<file path="config.mk">
export PLATFORM = sky130hd
export DESIGN_NAME = tw_slave_decoder
export DESIGN_NICKNAME = d
export VERILOG_FILES = /design/src/rtl/tw_dec_pkg.sv /design/src/rtl/tw_line_sync.sv /design/src/rtl/tw_shift_reg.sv /design/src/rtl/tw_ctrl_fsm.sv /design/src/rtl/tw_slave_decoder.sv
export SDC_FILE = /design/constraint.sdc
export NUM_CORES = 1
export LEC_CHECK = 0
export ABC_AREA = 1
export BUFFER_PORTS_ARGS = -buffer_cell sky130_fd_sc_hd__buf_2
export CAP_MARGIN = 20
export CORE_ASPECT_RATIO = 1.1
export CORE_UTILIZATION = 57
export CTS_BUF_LIST = sky130_fd_sc_hd__clkbuf_4 sky130_fd_sc_hd__clkbuf_8 sky130_fd_sc_hd__clkbuf_16
export CTS_CLUSTER_DIAMETER = 40
export CTS_CLUSTER_SIZE = 40
export DETAILED_ROUTE_END_ITERATION = 7
export PLACE_DENSITY = 0.79
export SLEW_MARGIN = 20
export SYNTH_ARGS = -nofsm -noshare
export SYNTH_HDL_FRONTEND = slang
export SYNTH_SLANG_ARGS = --single-unit
export TNS_END_PERCENT = 5
</file>
<file path="constraint.sdc">
create_clock -name clk -period 1.8 [get_ports clk]
set_input_delay 0.27 -clock clk [delete_from_list [all_inputs] [get_ports clk]]
set_output_delay 0.27 -clock clk [all_outputs]
set_load 0.01 [all_outputs]
</file>
<file path="src/rtl/tw_dec_pkg.sv">
package tw_dec_pkg;

   typedef enum logic [2:0] {
      ST_IDLE,
      ST_RX_CTRL,
      ST_RX_ADDR,
      ST_RX_DATA,
      ST_TX_DATA,
      ST_IGNORE
   } tw_state_e;

endpackage

</file>
<file path="src/rtl/tw_line_sync.sv">
module tw_line_sync #(
   parameter int unsigned SYNC_STAGES = 2,
   parameter bit          FILTER_EN   = 1'b1
) (
   input  logic clk,
   input  logic rst_n,
   input  logic scl_i,
   input  logic sda_i,
   output logic scl_s_o,
   output logic sda_s_o,
   output logic start_o,
   output logic stop_o,
   output logic scl_rise_o,
   output logic scl_fall_o
);

   localparam int unsigned TOP = SYNC_STAGES - 1;

   if (SYNC_STAGES < 2) begin : g_bad_stages
      $error("tw_line_sync: SYNC_STAGES must be at least 2");
   end

   logic [SYNC_STAGES-1:0] scl_chain, sda_chain;
   logic scl_f, sda_f;
   logic scl_d, sda_d;

   // metastability chain, bus idles high
   always_ff @(posedge clk or negedge rst_n) begin
      if (!rst_n) begin
         scl_chain <= '1;
         sda_chain <= '1;
      end else begin
         scl_chain <= {scl_chain[SYNC_STAGES-2:0], scl_i};
         sda_chain <= {sda_chain[SYNC_STAGES-2:0], sda_i};
      end
   end

   if (FILTER_EN) begin : g_filter
      // accept a new level only after two equal samples
      always_ff @(posedge clk or negedge rst_n) begin
         if (!rst_n) begin
            scl_f <= 1'b1;
            sda_f <= 1'b1;
         end else begin
            if (scl_chain[TOP] == scl_chain[TOP-1]) scl_f <= scl_chain[TOP];
            if (sda_chain[TOP] == sda_chain[TOP-1]) sda_f <= sda_chain[TOP];
         end
      end
   end else begin : g_direct
      assign scl_f = scl_chain[TOP];
      assign sda_f = sda_chain[TOP];
   end

   always_ff @(posedge clk or negedge rst_n) begin
      if (!rst_n) begin
         scl_d <= 1'b1;
         sda_d <= 1'b1;
      end else begin
         scl_d <= scl_f;
         sda_d <= sda_f;
      end
   end

   assign scl_s_o    = scl_f;
   assign sda_s_o    = sda_f;
   assign scl_rise_o = scl_f & ~scl_d;
   assign scl_fall_o = ~scl_f & scl_d;
   assign start_o    = scl_f & scl_d & sda_d & ~sda_f;
   assign stop_o     = scl_f & scl_d & ~sda_d & sda_f;

endmodule

</file>
<file path="src/rtl/tw_shift_reg.sv">
module tw_shift_reg #(
   parameter int unsigned W = 8
) (
   input  logic         clk,
   input  logic         rst_n,
   input  logic         load_i,
   input  logic [W-1:0] load_val_i,
   input  logic         shift_i,
   input  logic         fill_i,
   output logic [W-1:0] q_o
);

   if (W < 2) begin : g_bad_w
      $error("tw_shift_reg: W must be at least 2");
   end

   // one left-shifting register serves both directions:
   // receive fills with the sampled bit, transmit fills with ones
   always_ff @(posedge clk or negedge rst_n) begin
      if (!rst_n)       q_o <= '0;
      else if (load_i)  q_o <= load_val_i;
      else if (shift_i) q_o <= {q_o[W-2:0], fill_i};
   end

endmodule

</file>
<file path="src/rtl/tw_ctrl_fsm.sv">
module tw_ctrl_fsm
   import tw_dec_pkg::*;
#(
   parameter int unsigned       BYTE_W    = 8,
   parameter int unsigned       CODE_W    = 4,
   parameter int unsigned       SEL_W     = 3,
   parameter logic [CODE_W-1:0] CODE_MEM  = 4'b1010,
   parameter logic [CODE_W-1:0] CODE_PROT = 4'b0110
) (
   input  logic              clk,
   input  logic              rst_n,
   input  logic              scl_s,
   input  logic              sda_s,
   input  logic              start_i,
   input  logic              stop_i,
   input  logic              scl_rise_i,
   input  logic              scl_fall_i,
   input  logic [SEL_W-1:0]  sel_pins_i,
   input  logic              prog_busy_i,
   input  logic [BYTE_W-1:0] rd_data_i,
   input  logic [BYTE_W-1:0] sh_q_i,
   output logic              sh_load_o,
   output logic              sh_shift_o,
   output logic              sh_fill_o,
   output logic              sda_oe_o,
   output logic [BYTE_W-1:0] byte_o,
   output logic              addr_stb_o,
   output logic              data_stb_o,
   output logic              rd_req_o,
   output logic              prot_set_o
);

   localparam int unsigned       CNT_W    = $clog2(BYTE_W + 1);
   localparam logic [CNT_W-1:0]  CNT_FULL = CNT_W'(BYTE_W);
   localparam logic [CNT_W-1:0]  CNT_LAST = CNT_W'(BYTE_W - 1);

   if (CODE_W + SEL_W + 1 != BYTE_W) begin : g_bad_layout
      $error("tw_ctrl_fsm: code, select and direction must fill one byte");
   end
   if (CODE_MEM == CODE_PROT) begin : g_bad_codes
      $error("tw_ctrl_fsm: function codes must differ");
   end

   tw_state_e        state_q, after_q;
   logic             ack_ph_q, ack_q, mack_q, armed_q, oe_q;
   logic [CNT_W-1:0] cnt_q;
   logic [BYTE_W-1:0] byte_q;
   logic             addr_stb_q, data_stb_q, rd_req_q, prot_set_q;

   // received byte as it stands at the eighth rising clock
   logic [BYTE_W-1:0] rx_byte;
   logic [CODE_W-1:0] code_f;
   logic [SEL_W-1:0]  sel_f;
   logic              rd_f;
   assign rx_byte = {sh_q_i[BYTE_W-2:0], sda_s};
   assign code_f  = rx_byte[BYTE_W-1 -: CODE_W];
   assign sel_f   = rx_byte[SEL_W:1];
   assign rd_f    = rx_byte[0];

   logic is_rx, is_tx, live;
   logic rx_shift, tx_shift, byte_done, ack_enter, ack_leave, tx_load;
   assign is_rx     = state_q inside {ST_RX_CTRL, ST_RX_ADDR, ST_RX_DATA};
   assign is_tx     = (state_q == ST_TX_DATA);
   assign live      = (is_rx | is_tx) & ~start_i & ~stop_i;
   assign rx_shift  = live & ~ack_ph_q & is_rx & scl_rise_i;
   assign byte_done = rx_shift & (cnt_q == CNT_LAST);
   assign tx_shift  = live & ~ack_ph_q & is_tx & scl_fall_i
                    & (cnt_q != '0) & (cnt_q != CNT_FULL);
   assign ack_enter = live & ~ack_ph_q & scl_fall_i & (cnt_q == CNT_FULL);
   assign ack_leave = live & ack_ph_q & scl_fall_i;
   assign tx_load   = ack_leave & (is_rx ? (after_q == ST_TX_DATA) : mack_q);

   // acknowledge decision for the byte completing now
   logic      dec_ack, dec_arm, dec_addr, dec_data;
   tw_state_e dec_next;
   always_comb begin
      dec_ack  = 1'b0;
      dec_arm  = 1'b0;
      dec_addr = 1'b0;
      dec_data = 1'b0;
      dec_next = ST_IGNORE;
      case (state_q)
         ST_RX_CTRL: begin
            if (!prog_busy_i && (sel_f == sel_pins_i)) begin
               if (code_f == CODE_MEM) begin
                  dec_ack  = 1'b1;
                  dec_next = rd_f ? ST_TX_DATA : ST_RX_ADDR;
               end else if (code_f == CODE_PROT && !rd_f) begin
                  dec_ack = 1'b1;
                  dec_arm = 1'b1;
               end
            end
         end
         ST_RX_ADDR: begin
            dec_ack  = 1'b1;
            dec_addr = 1'b1;
            dec_next = ST_RX_DATA;
         end
         ST_RX_DATA: begin
            dec_ack  = 1'b1;
            dec_data = 1'b1;
            dec_next = ST_RX_DATA;
         end
         default: ;
      endcase
   end

   always_ff @(posedge clk or negedge rst_n) begin
      if (!rst_n) begin
         state_q    <= ST_IDLE;
         after_q    <= ST_IDLE;
         ack_ph_q   <= 1'b0;
         ack_q      <= 1'b0;
         mack_q     <= 1'b0;
         armed_q    <= 1'b0;
         oe_q       <= 1'b0;
         cnt_q      <= '0;
         byte_q     <= '0;
         addr_stb_q <= 1'b0;
         data_stb_q <= 1'b0;
         rd_req_q   <= 1'b0;
         prot_set_q <= 1'b0;
      end else begin
         addr_stb_q <= 1'b0;
         data_stb_q <= 1'b0;
         rd_req_q   <= 1'b0;
         prot_set_q <= 1'b0;
         if (start_i) begin
            state_q  <= ST_RX_CTRL;
            ack_ph_q <= 1'b0;
            cnt_q    <= '0;
            oe_q     <= 1'b0;
            armed_q  <= 1'b0;
         end else if (stop_i) begin
            state_q    <= ST_IDLE;
            ack_ph_q   <= 1'b0;
            cnt_q      <= '0;
            oe_q       <= 1'b0;
            armed_q    <= 1'b0;
            prot_set_q <= armed_q;
         end else if (is_rx || is_tx) begin
            if (!ack_ph_q) begin
               if (scl_rise_i) cnt_q <= cnt_q + 1'b1;
               if (byte_done) begin
                  ack_q      <= dec_ack;
                  after_q    <= dec_next;
                  armed_q    <= armed_q | dec_arm;
                  addr_stb_q <= dec_addr;
                  data_stb_q <= dec_data;
                  if (dec_addr || dec_data) byte_q <= rx_byte;
               end
               if (tx_shift) oe_q <= ~sh_q_i[BYTE_W-2];
               if (ack_enter) begin
                  mack_q <= 1'b0;
                  if (is_rx && ack_q) begin
                     ack_ph_q <= 1'b1;
                     oe_q     <= 1'b1;
                  end else if (is_rx) begin
                     state_q <= ST_IGNORE;
                     oe_q    <= 1'b0;
                  end else begin
                     ack_ph_q <= 1'b1;
                     oe_q     <= 1'b0;
                  end
               end
            end else begin
               if (scl_rise_i && is_tx) mack_q <= ~sda_s;
               if (ack_leave) begin
                  ack_ph_q <= 1'b0;
                  cnt_q    <= '0;
                  oe_q     <= 1'b0;
                  if (tx_load) begin
                     state_q  <= ST_TX_DATA;
                     oe_q     <= ~rd_data_i[BYTE_W-1];
                     rd_req_q <= 1'b1;
                  end else if (is_rx) begin
                     state_q <= after_q;
                  end else begin
                     state_q <= ST_IGNORE;
                  end
               end
            end
         end
      end
   end

   assign sh_load_o  = tx_load;
   assign sh_shift_o = rx_shift | tx_shift;
   assign sh_fill_o  = is_rx ? sda_s : 1'b1;
   assign sda_oe_o   = oe_q;
   assign byte_o     = byte_q;
   assign addr_stb_o = addr_stb_q;
   assign data_stb_o = data_stb_q;
   assign rd_req_o   = rd_req_q;
   assign prot_set_o = prot_set_q;


   start_abort_chk: assert property (@(posedge clk) disable iff (!rst_n)
      start_i |=> (state_q == ST_RX_CTRL && !oe_q && !ack_ph_q));


   stop_idle_chk: assert property (@(posedge clk) disable iff (!rst_n)
      stop_i |=> (state_q == ST_IDLE && !oe_q));


   oe_scl_low_chk: assert property (@(posedge clk) disable iff (!rst_n)
      (oe_q != $past(oe_q)) |-> !$past(scl_s));


   tx_bit_match_chk: assert property (@(posedge clk) disable iff (!rst_n)
      (state_q == ST_TX_DATA && !ack_ph_q) |-> (oe_q == ~sh_q_i[BYTE_W-1]));


   strobe_excl_chk: assert property (@(posedge clk) disable iff (!rst_n)
      $onehot0({addr_stb_q, data_stb_q, rd_req_q, prot_set_q}));


   prot_on_stop_chk: assert property (@(posedge clk) disable iff (!rst_n)
      prot_set_q |-> $past(stop_i));


   busy_nack_chk: assert property (@(posedge clk) disable iff (!rst_n)
      (byte_done && state_q == ST_RX_CTRL && prog_busy_i) |=> !ack_q);

endmodule

</file>
<file path="src/rtl/tw_slave_decoder.sv">
module tw_slave_decoder #(
   parameter int unsigned       BYTE_W      = 8,
   parameter int unsigned       CODE_W      = 4,
   parameter int unsigned       SEL_W       = 3,
   parameter logic [CODE_W-1:0] CODE_MEM    = 4'b1010,
   parameter logic [CODE_W-1:0] CODE_PROT   = 4'b0110,
   parameter int unsigned       SYNC_STAGES = 2,
   parameter bit                FILTER_EN   = 1'b1
) (
   input  logic              clk,
   input  logic              rst_n,
   input  logic              scl_i,
   input  logic              sda_i,
   input  logic [SEL_W-1:0]  sel_pins_i,
   input  logic              prog_busy_i,
   input  logic [BYTE_W-1:0] rd_data_i,
   output logic              sda_oe_o,
   output logic [BYTE_W-1:0] byte_o,
   output logic              addr_stb_o,
   output logic              data_stb_o,
   output logic              rd_req_o,
   output logic              prot_set_o
);

   if (BYTE_W != CODE_W + SEL_W + 1) begin : g_bad_byte
      $error("tw_slave_decoder: BYTE_W must equal CODE_W + SEL_W + 1");
   end

   logic scl_s, sda_s, start, stop, scl_rise, scl_fall;
   logic sh_load, sh_shift, sh_fill;
   logic [BYTE_W-1:0] sh_q;

   tw_line_sync #(
      .SYNC_STAGES (SYNC_STAGES),
      .FILTER_EN   (FILTER_EN)
   ) u_sync (
      .clk        (clk),
      .rst_n      (rst_n),
      .scl_i      (scl_i),
      .sda_i      (sda_i),
      .scl_s_o    (scl_s),
      .sda_s_o    (sda_s),
      .start_o    (start),
      .stop_o     (stop),
      .scl_rise_o (scl_rise),
      .scl_fall_o (scl_fall)
   );

   tw_shift_reg #(
      .W (BYTE_W)
   ) u_shift (
      .clk        (clk),
      .rst_n      (rst_n),
      .load_i     (sh_load),
      .load_val_i (rd_data_i),
      .shift_i    (sh_shift),
      .fill_i     (sh_fill),
      .q_o        (sh_q)
   );

   tw_ctrl_fsm #(
      .BYTE_W    (BYTE_W),
      .CODE_W    (CODE_W),
      .SEL_W     (SEL_W),
      .CODE_MEM  (CODE_MEM),
      .CODE_PROT (CODE_PROT)
   ) u_fsm (
      .clk         (clk),
      .rst_n       (rst_n),
      .scl_s       (scl_s),
      .sda_s       (sda_s),
      .start_i     (start),
      .stop_i      (stop),
      .scl_rise_i  (scl_rise),
      .scl_fall_i  (scl_fall),
      .sel_pins_i  (sel_pins_i),
      .prog_busy_i (prog_busy_i),
      .rd_data_i   (rd_data_i),
      .sh_q_i      (sh_q),
      .sh_load_o   (sh_load),
      .sh_shift_o  (sh_shift),
      .sh_fill_o   (sh_fill),
      .sda_oe_o    (sda_oe_o),
      .byte_o      (byte_o),
      .addr_stb_o  (addr_stb_o),
      .data_stb_o  (data_stb_o),
      .rd_req_o    (rd_req_o),
      .prot_set_o  (prot_set_o)
   );

endmodule

</file>
==> metrics.yaml, run 1 <==
required_ps: 1980
switchingPower_w: 0.000955
max_slew.worst_pin.slew_ps: 511
syn_area_per_cell_sq_um: 8.42
die_area_sq_um: 4030
hold_class: "in -> async"
initial_core_util_pct: 59.4
skew_ps: 9.03
synth-seq-cells: 42
swShare_pct: 34.7
cts_sinks: 42
outcome: "complete, no violations"
track_usage_pct: 24.0
critPathCaptureType: "flop"
synth-adder-area-share_pct: 2.09
nets: 311
globalRouteOverflowTotal: 0
fillers: 310
critPathMaxFanout: 7
ant_nets: 0
cts_root_buffer: "clkbuf_8"
yosys.area.top_type: "dfrtp_1"
setup_viol: 0
synthCells: 256
pwr-share-comb_pct: 28.9
synthMuxAreaShare_pct: 0
synthXorXnorAreaFrac_pct: 0
vias_per_cell: 5.22
r2r.worst_path.cells: 9
vias: 1796
synth_compound_area_share_pct: 11.9
r2r-end: "u_shift.q_o[6]"
area_growth_syn_to_layout_pct: 16.4
placementRows: 23
p_leak_nw: 1.33
syn_nets: 274
synthTopCellsByArea: "dfrtp_1 39%, nand2_1 12%, dfstp_2 9.8%"
tritoncts: "yes"
drtIter0Drc: 59
yosys.area_share.simple_pct: 28.9
route.detailed.drc: 0
clockPowerShare_pct: 27.6
dr.pass1.iters: 4
synth_top_family_by_area: "simple AND/OR/NAND/NOR gates"
synth_top_flop_cell: "dfrtp_1"
power.share.sequential_pct: 43.5
syn_area_sq_um: 2150
place.gp.congestion: 0.954
final_cell_mix: "68 x nand2_1, 34 x dfrtp_1, 28 x inv_1, 28 x buf_2, 22 x nor2_1"
grt_pass1_vias: 1671
cp.arrival_ps: 1850
cts_made_buffers: 5
synth.distinct_cells: 28
insertion_delay_ps: 300
yosys_warnings: 0
final.setup.tns_ps: 0
async_flop_share_pct: 100
cp-start-kind: "flop"
worst-setup-path-type: "reg -> reg"
rsz0062_at_grt: "yes"
core-area_sq_um: 3630
portBuffers: 28
cts.path.max_buffers: 2
grt_antenna_before_repair: 0
fmax_ghz: 0.598
maxCapViolations: 0
dpl.hpwl_um: 3200
intPower_w: 0.00180
diodes: 0
reg2reg_from: "u_fsm.state_q[1]"
synth_edf_count: 0
drt-total-wl_um: 4420
hold_viol: 0
dp_slack_ps: 10.2
power.density_nw_per_um2: 1100
layout_setup_ws_ps: 128
cts_hold_buf: 0
r2r_slack_ps: 130
fin_crit_ps: 1670
fin_crit_sh_pct: 92.9
yosysTopAreaCellShare_pct: 39.5
die_w_um: 60.6
fin_util_pct: 69.2
wl_per_cell_um: 12.8
grt_max_degree: 43
ir_worst_vdd_uv: 886
grt_pass1_wl_um: 7070
cts.htree.levels: 2
ys_seq_area_share_pct: 49.2
timing.final.max_slew_violations: 0
die_height_um: 66.5
slew_headroom_pct: 65.9
final_common_cell: "nand2_1"
seqCellArea_sq_um: 1060
num_io_pins: 29
clkSlewWorstSetupHoldPaths_ps: 80
multi_input_area_sq_um: 955
drive_above_1_share_pct: 29.6
## per-layer routing
metal | global-route usage, % | vias up | routed length [um]
met1 | 27.3 | 836 | 1890
met5 | 0 | - | 0
met2 | 40.9 | 56 | 2210
met3 | 5.83 | 14 | 211
li1 | - | 890 | -
met4 | 12.2 | 0 | 107
## sequential cells by signal, indices dropped and copies added, names as in the netlist
register / count
u_fsm.ack_ph_q: 1
u_fsm.ack_q: 1
u_fsm.addr_stb_o: 1
u_fsm.after_q: 3
u_fsm.armed_q: 1
u_fsm.byte_o: 8
u_fsm.cnt_q: 4
u_fsm.data_stb_o: 1
u_fsm.mack_q: 1
u_fsm.prot_set_o: 1
u_fsm.rd_req_o: 1
u_fsm.sda_oe_o: 1
u_fsm.state_q: 3
u_shift.q_o: 7
u_sync.scl_chain: 2
u_sync.scl_d: 1
u_sync.scl_s_o: 1
u_sync.sda_chain: 2
u_sync.sda_d: 1
u_sync.sda_s_o: 1
## metrics by stage
step / cell area, sq um / cells / total power [W] / hold slack (ps)
floorplan: 2150 / 256 / 0.00176 / -25.6
global placement: 2360 / 336 / 0.00197 / 357
detailed placement: 2360 / 336 / 0.00199 / 359
CTS: 2470 / 344 / 0.00275 / 33.9
global route: 2510 / 344 / 0.00292 / 51.3
finish: 2510 / 344 / 0.00275 / 14.4
## cell usage after synthesis, types with 3 or more instances
cell     number
a21oi_1      10
buf_6         3
dfrtp_1      34
dfstp_2       8
inv_1        29
inv_2         7
nand2_1      69
nand2_4       4
nand3_1      12
nand3_2       5
nand4_1       4
nor2_1       23
o21ai_0      12
o21ai_1       8
o21ai_2       9
## area by class of cell
class	count	area share (%)
multi-input cells	175	38.1
inverters	36	5.49
well taps	50	2.50
repair buffers	33	7.09
clock inverters	2	1.50
flip-flops and latches	42	42.3
clock buffers	6	3.04
## power by group through the flow
stage	logic, W	registers, W	clock network [W]
after CTS	0.000782	0.00120	0.000770
after global routing	0.000901	0.00121	0.000808
after global placement	0.000762	0.00121	0
after floorplan	0.000569	0.00119	0
after detailed placement	0.000777	0.00122	0
final	0.000795	0.00120	0.000759
## what timing repair did
item                       in CTS  in global routing
buffers inserted                0                  0
setup endpoints to repair       0                 18
resized for setup               0                  8
## worst max-delay path, cell delays in order, from the launching register on
cell	delay (ps)
dfrtp_1	450
o21ai_2	320
nand2_1	110
nand2_1	140
nand3_4	140
buf_4	190
nand2_1	60
nand2_1	50
nand2_1	50
o21ai_1	60
## how the worst max path moves through the flow
stage,startpoint,slack (ps),endpoint,cells after the start
final,u_fsm.state_q[1],130,u_shift.q_o[6],9
after global routing,u_fsm.state_q[1],-20,u_shift.q_o[0],9
after CTS,u_sync.scl_s_o,10,u_shift.q_o[0],9
after detailed placement,u_sync.scl_s_o,10,u_shift.q_o[4],9
after global placement,u_fsm.state_q[1],50,u_shift.q_o[4],8
after floorplan,u_sync.sda_s_o,270,u_shift.q_o[0],10
## cell families after synthesis
kind of cell | Yosys count
flops | 42
simple gates | 130
compound gates | 41
buf+inv | 39
fa+ha+maj | 4
(Power assumes the default switching activity.)
==> run 2: changes to the inputs <==
--- a/config.mk
+++ b/config.mk
@@ -9,12 +9,12 @@
 export BUFFER_PORTS_ARGS = -buffer_cell sky130_fd_sc_hd__buf_2
 export CAP_MARGIN = 20
 export CORE_ASPECT_RATIO = 1.1
-export CORE_UTILIZATION = 57
+export CORE_UTILIZATION = 51
 export CTS_BUF_LIST = sky130_fd_sc_hd__clkbuf_4 sky130_fd_sc_hd__clkbuf_8 sky130_fd_sc_hd__clkbuf_16
 export CTS_CLUSTER_DIAMETER = 40
 export CTS_CLUSTER_SIZE = 40
 export DETAILED_ROUTE_END_ITERATION = 7
-export PLACE_DENSITY = 0.79
+export PLACE_DENSITY = 0.75
 export SLEW_MARGIN = 20
 export SYNTH_ARGS = -nofsm -noshare
 export SYNTH_HDL_FRONTEND = slang
==> constraint.sdc (replaced) <==
create_clock -name clk -period 1.5 [get_ports clk]
set_input_delay 0.225 -clock clk [delete_from_list [all_inputs] [get_ports clk]]
set_output_delay 0.225 -clock clk [all_outputs]
set_load 0.01 [all_outputs]
==> run 2 against run 1 <==
The run now ends with negative setup slack left; sequential share of layout area decreased by 4.6 points; worst setup slack got worse by 230 ps; first-iteration DRC count increased by 29%; final cell count increased by 9.6%; sequential cell count unchanged; clock power increased by 18%; count of clock-buffer cells in the layout unchanged; power increased by 29%; non-clock buffer count increased by 31; largest cell class unchanged; largest power group unchanged.
==> metrics.yaml, run 2 (same netlist as run 1, synthesis figures left out) <==
slowest_delay_ps: 580  # was 450 ps
cts_sinks: 42  # unchanged
r2r_slack_ps: -100  # was 130 ps
nets: 342  # was 311
drive_above_1_share_pct: 39.7  # was 29.6%
tritoncts: "yes"  # unchanged
fin_crit_sh_pct: 106  # was 92.9%
dr.pass1.iters: 5  # was 4
slew_headroom_pct: 76.5  # was 65.9%
critPathMaxFanout: 14  # was 7
grt_pass1_vias: 1804  # was 1671
place.gp.congestion: 0.877  # was 0.954
insertion_delay_ps: 300  # about the same
worst-setup-path-type: "reg -> reg"  # unchanged
timing.final.max_slew_violations: 0  # unchanged
cts_root_buffer: "clkbuf_8"  # unchanged
num_io_pins: 29  # unchanged
portBuffers: 28  # unchanged
vias: 1897  # was 1796
largest_reg_flops: 8  # unchanged
globalRouteOverflowTotal: 0  # unchanged
outcome: "complete, but fails checks"  # was complete, no violations
track_usage_pct: 23.3  # was 24.0%
grt_antenna_before_repair: 0  # unchanged
cts.htree.levels: 2  # unchanged
critPathCaptureType: "flop"  # unchanged
maxCapViolations: 0  # unchanged
ant_nets: 0  # unchanged
die_area_sq_um: 4490  # was 4030 sq um
diodes: 0  # unchanged
place_area_sq_um: 2600  # was 2360 sq um
drt-total-wl_um: 4790  # was 4420 um
rsz0062_at_grt: "yes"  # unchanged
holdWs_ps: 20.7  # was 14.4 ps
skew_ps: 8.89  # was 9.03 ps
cp-start-kind: "flop"  # unchanged
fmax_ghz: 0.626  # was 0.598 GHz
power.density_nw_per_um2: 1260  # was 1100 nW/um^2
vias_per_cell: 5.03  # was 5.22
placementRows: 24  # was 23
max_slew.worst_pin.slew_ps: 351  # was 511 ps
worstPathCellList: "inv_2, nor2_4, nand2_4, nand2_4, nor2_4, nand3_1, nand3_4, nand2_1, o21ai_1"  # was o21ai_2, nand2_1, nand2_1, nand3_4, buf_4, nand2_1, nand2_1, nand2_1, o21ai_1
cts.path.max_buffers: 2  # unchanged
ir_worst_vdd_uv: 841  # was 886 uV
critical_path.slowest_cell: "dfstp_2"  # was dfrtp_1
core-area_sq_um: 3990  # was 3630 sq um
hold_class: "in -> reg"  # was in -> async
grt_pass1_wl_um: 7880  # was 7070 um
initial_core_util_pct: 53.9  # was 59.4%
area_growth_syn_to_layout_pct: 30.8  # was 16.4%
drtIter0Drc: 76  # was 59
die_w_um: 64.0  # was 60.6 um
fin_crit_ps: 1600  # was 1670 ps
layout_setup_ws_ps: -97.5  # was 128 ps
setup_viol: 27  # was 0
path_delay_family: "simple AND/OR/NAND/NOR gates"  # unchanged
route.detailed.drc: 0  # unchanged
dpl.hpwl_um: 3490  # was 3200 um
required_ps: 1690  # was 1980 ps
cts_made_buffers: 5  # unchanged
final_cell_mix: "64 x nand2_1, 33 x buf_4, 32 x dfrtp_1"  # was 68 x nand2_1, 34 x dfrtp_1, 28 x inv_1, 28 x buf_2, 22 x nor2_1
failed_checks: "negative setup slack"
grt_max_degree: 43  # unchanged
cp.arrival_ps: 1790  # was 1850 ps
hold_viol: 0  # unchanged
path_buf_inv: 1  # unchanged
die_height_um: 70.2  # was 66.5 um
final_area_sq_um: 2820  # was 2510 sq um
final_common_cell: "nand2_1"  # unchanged
wl_per_cell_um: 12.7  # was 12.8 um
clkSlewWorstSetupHoldPaths_ps: 80  # about the same
p_leak_nw: 1.46  # was 1.33 nW
run 2: changes by cell type in the layout (fill, tap and decap cells not counted), sizes merged:
cell / previous run / this run
dlygate4sd3: 0 / 1
buf: 33 / 63
run 2: path summary, 6_finish.rpt:
check / to / start / depth (start not counted)
setup / recovery: u_shift.q_o[4] / u_sync.sda_s_o / 9
hold / removal: u_sync.scl_chain[0] / scl_i / 1
setup reg to reg: u_shift.q_o[4] / u_sync.sda_s_o / 9
hold reg to reg: u_sync.sda_chain[1] / u_sync.sda_chain[0] / 0
max in group asynchronous: u_sync.sda_chain[0] / rst_n / 3
min in group asynchronous: u_fsm.byte_o[6] / rst_n / 3
run 2: where the power goes:
part           total, W  internal [W]  switching [W]
clock          0.000896      0.000514       0.000381
sequential      0.00144       0.00131       0.000127
combinational   0.00123      0.000521       0.000706
run 2: repair_timing:
action | in CTS | in global routing
endpoints found under the hold margin | 34 | 0
setup endpoints to repair | 29 | 32
resized for setup | 21 | 10
buffers inserted | 0 | 1
pin swaps | 1 | 6
hold buffers | 1 | 0
run 2: cell type report:
cell class                      instances  area (sq um)
Multi-Input combinational cell        175          1010
Clock inverter                          2          37.5
Inverter                               36           140
Tap cell                               52          65.1
Clock buffer                            6          76.3
Timing Repair Buffer                   64           429
Sequential cell                        42          1060
Fill cell                             306          1170
run 2: stage by stage:
stage	std cells	total power, W	worst slack (ps)	setup TNS, ps	util, %
floorplan	256	0.00212	-0.601	-0.601	-
CTS	376	0.00353	-82.8	-1460	69.8
finish	377	0.00356	-97.5	-1620	70.6
detailed placement	367	0.00260	-235	-3430	65.1
global placement	367	0.00256	-163	-2150	65.1
global route	377	0.00376	-213	-4860	70.6
run 2: metal layers:
layer | wire, um | vias to the layer above | global-route usage (%) | share of wire [%]
met2 | 2480 | 40 | 40.1 | 52
li1 | - | 956 | - | -
met1 | 2060 | 891 | 27.9 | 43
met5 | 0 | - | 0 | 0
met4 | 82 | 0 | 9.09 | 1.7
met3 | 160 | 10 | 5.56 | 3.3
run 2: worst reg2reg max path: stages (launching register included):
cell     delay, ps
dfstp_2        580
inv_2           60
nor2_4          90
nand2_4         80
nand2_4        130
nor2_4          60
nand3_1        110
nand3_4        170
nand2_1        130
o21ai_1         70
==> run 3: changes to the inputs <==
--- a/config.mk
+++ b/config.mk
@@ -12,9 +12,9 @@
 export CORE_UTILIZATION = 51
 export CTS_BUF_LIST = sky130_fd_sc_hd__clkbuf_4 sky130_fd_sc_hd__clkbuf_8 sky130_fd_sc_hd__clkbuf_16
 export CTS_CLUSTER_DIAMETER = 40
-export CTS_CLUSTER_SIZE = 40
 export DETAILED_ROUTE_END_ITERATION = 7
 export PLACE_DENSITY = 0.75
+export RECOVER_POWER = 50
 export SLEW_MARGIN = 20
 export SYNTH_ARGS = -nofsm -noshare
 export SYNTH_HDL_FRONTEND = slang
==> run 3 against run 2 <==
The flow still finishes with violations (negative setup slack); first-iteration DRC count did not move; critical endpoint unchanged; sequential power hardly changed; hold slack about the same; sequential share of layout area is 0.20 points higher.
==> metrics.yaml, run 3 (same netlist as run 1, synthesis figures left out) <==
holdCritStartpoint: "scl_i"  # unchanged
portBuffers: 28  # unchanged
num_io_pins: 29  # unchanged
power.density_nw_per_um2: 1270  # was 1260 nW/um^2
globalRouteOverflowTotal: 0  # unchanged
initial_core_util_pct: 53.9  # unchanged
insertion_delay_ps: 300  # about the same
required_ps: 1690  # about the same
crit_path_start: "u_sync.sda_s_o"  # unchanged
vias: 1896  # was 1897
p_leak_nw: 1.46  # about the same
grt_max_degree: 43  # unchanged
area_growth_syn_to_layout_pct: 30.1  # was 30.8%
drive_above_1_share_pct: 39.7  # unchanged
largest_reg_flops: 8  # unchanged
grt_antenna_before_repair: 0  # unchanged
critPathMaxFanout: 14  # unchanged
cts.htree.levels: 2  # unchanged
rsz0062_at_grt: "yes"  # unchanged
dr.pass1.iters: 5  # unchanged
track_usage_pct: 23.3  # unchanged
failed_checks: "negative setup slack"  # unchanged
wl_per_cell_um: 12.7  # about the same
place.gp.congestion: 0.877  # unchanged
fin_crit_sh_pct: 107  # was 106%
fillers: 308  # was 306
clkSlewWorstSetupHoldPaths_ps: 80  # about the same
ant_nets: 0  # unchanged
place_area_sq_um: 2600  # unchanged
fin_util_pct: 70.2  # was 70.6%
reg2reg_from: "u_sync.sda_s_o"  # unchanged
ir_worst_vdd_uv: 841  # about the same
layout_setup_ws_ps: -97.5  # about the same
fin_crit_ps: 1600  # about the same
cts_made_buffers: 5  # unchanged
setup_viol: 27  # unchanged
seqCellArea_sq_um: 1060  # unchanged
worst-setup-path-type: "reg -> reg"  # unchanged
hold_path_end: "u_sync.scl_chain[0]"  # unchanged
final_area_sq_um: 2800  # was 2820 sq um
final.setup.tns_ps: -1690  # was -1620 ps
placementRows: 24  # unchanged
skew_ps: 8.89  # about the same
nets: 342  # unchanged
diodes: 0  # unchanged
vias_per_cell: 5.03  # about the same
drtIter0Drc: 76  # unchanged
grt_pass1_vias: 1804  # unchanged
route.detailed.drc: 0  # unchanged
drt-total-wl_um: 4810  # was 4790 um
die_area_sq_um: 4490  # unchanged
multi_input_area_sq_um: 1010  # unchanged
dpl.hpwl_um: 3490  # unchanged
cts.path.max_buffers: 2  # unchanged
core-area_sq_um: 3990  # unchanged
max_slew.worst_pin.slew_ps: 915  # was 351 ps
hold_viol: 0  # unchanged
maxCapViolations: 0  # unchanged
hold_class: "in -> reg"  # unchanged
hold_path_depth: 1  # unchanged
critPathCaptureType: "flop"  # unchanged
outcome: "complete, but fails checks"  # unchanged
cts_sinks: 42  # unchanged
cts_root_buffer: "clkbuf_8"  # unchanged
tritoncts: "yes"  # unchanged
r2r-end: "u_shift.q_o[4]"  # unchanged
r2r_slack_ps: -100  # about the same
die_w_um: 64.0  # unchanged
r2r.worst_path.cells: 9  # unchanged
slew_headroom_pct: 39.0  # was 76.5%
fmax_ghz: 0.626  # about the same
final_common_cell: "nand2_1"  # unchanged
grt_pass1_wl_um: 7880  # unchanged
cp-start-kind: "flop"  # unchanged
final_cell_mix: "64 x nand2_1, 33 x buf_4, 32 x dfrtp_1"  # unchanged
cp.arrival_ps: 1790  # about the same
timing.final.max_slew_violations: 0  # unchanged
die_height_um: 70.2  # unchanged
run 3: routing by layer:
layer / routed length [um] / global-route usage (%) / vias up
met5: 0 / 0 / -
met4: 82 / 9.09 / 0
met3: 160 / 5.56 / 10
met2: 2490 / 40.1 / 40
met1: 2080 / 27.9 / 891
li1: - / - / 955
run 3: worst max path at each step:
| stage | to | cells after the start |
|---|---|---|
| finish | u_shift.q_o[4] | 9 |
| global route | u_shift.q_o[1] | 9 |
| CTS | u_fsm.byte_o[0] | 9 |
| global placement | u_shift.q_o[0] | 9 |
| floorplan | u_shift.q_o[0] | 10 |
| detailed placement | u_shift.q_o[4] | 9 |
run 3: final cells by class:
type / count / share of cell area, %
sequential: 42 / 37.9
multi-input combinational: 175 / 35.9
timing repair buffer: 64 / 14.8
inverter: 36 / 5.00
clock buffer: 6 / 2.72
tap: 52 / 2.32
clock inverter: 2 / 1.34
run 3: metrics by stage:
stage / power (W) / setup WS (ps) / hold WS, ps / instances
floorplan: 0.00212 / -0.601 / -70.6 / 256
global placement: 0.00256 / -163 / 210 / 367
detailed placement: 0.00260 / -235 / 213 / 367
CTS: 0.00353 / -82.8 / 14.0 / 376
global route: 0.00376 / -213 / 5.01 / 377
finish: 0.00356 / -97.5 / 20.6 / 377
run 3: timing repair:
item / in CTS / in global routing
endpoints found under the setup margin: 29 / 32
resized for setup: 21 / 10
gates cloned: 0 / 0
pin swaps: 1 / 6
hold buffers: 1 / 0
hold endpoints to repair: 34 / 0
setup buffers: 0 / 1
run 3: critical path, stage by stage (launching register included):
cell     delay, ps
dfstp_2        580
inv_2           60
nor2_4          90
nand2_4         80
nand2_4        130
nor2_4          60
nand3_1        110
nand3_4        170
nand2_1        130
o21ai_1         70
run 3: where the power goes:
group	leakage [nW]	total, W	switching [W]	internal (W)
logic	0.886	0.00122	0.000706	0.000517
clock network	0.0548	0.000896	0.000381	0.000514
registers	0.517	0.00144	0.000127	0.00131
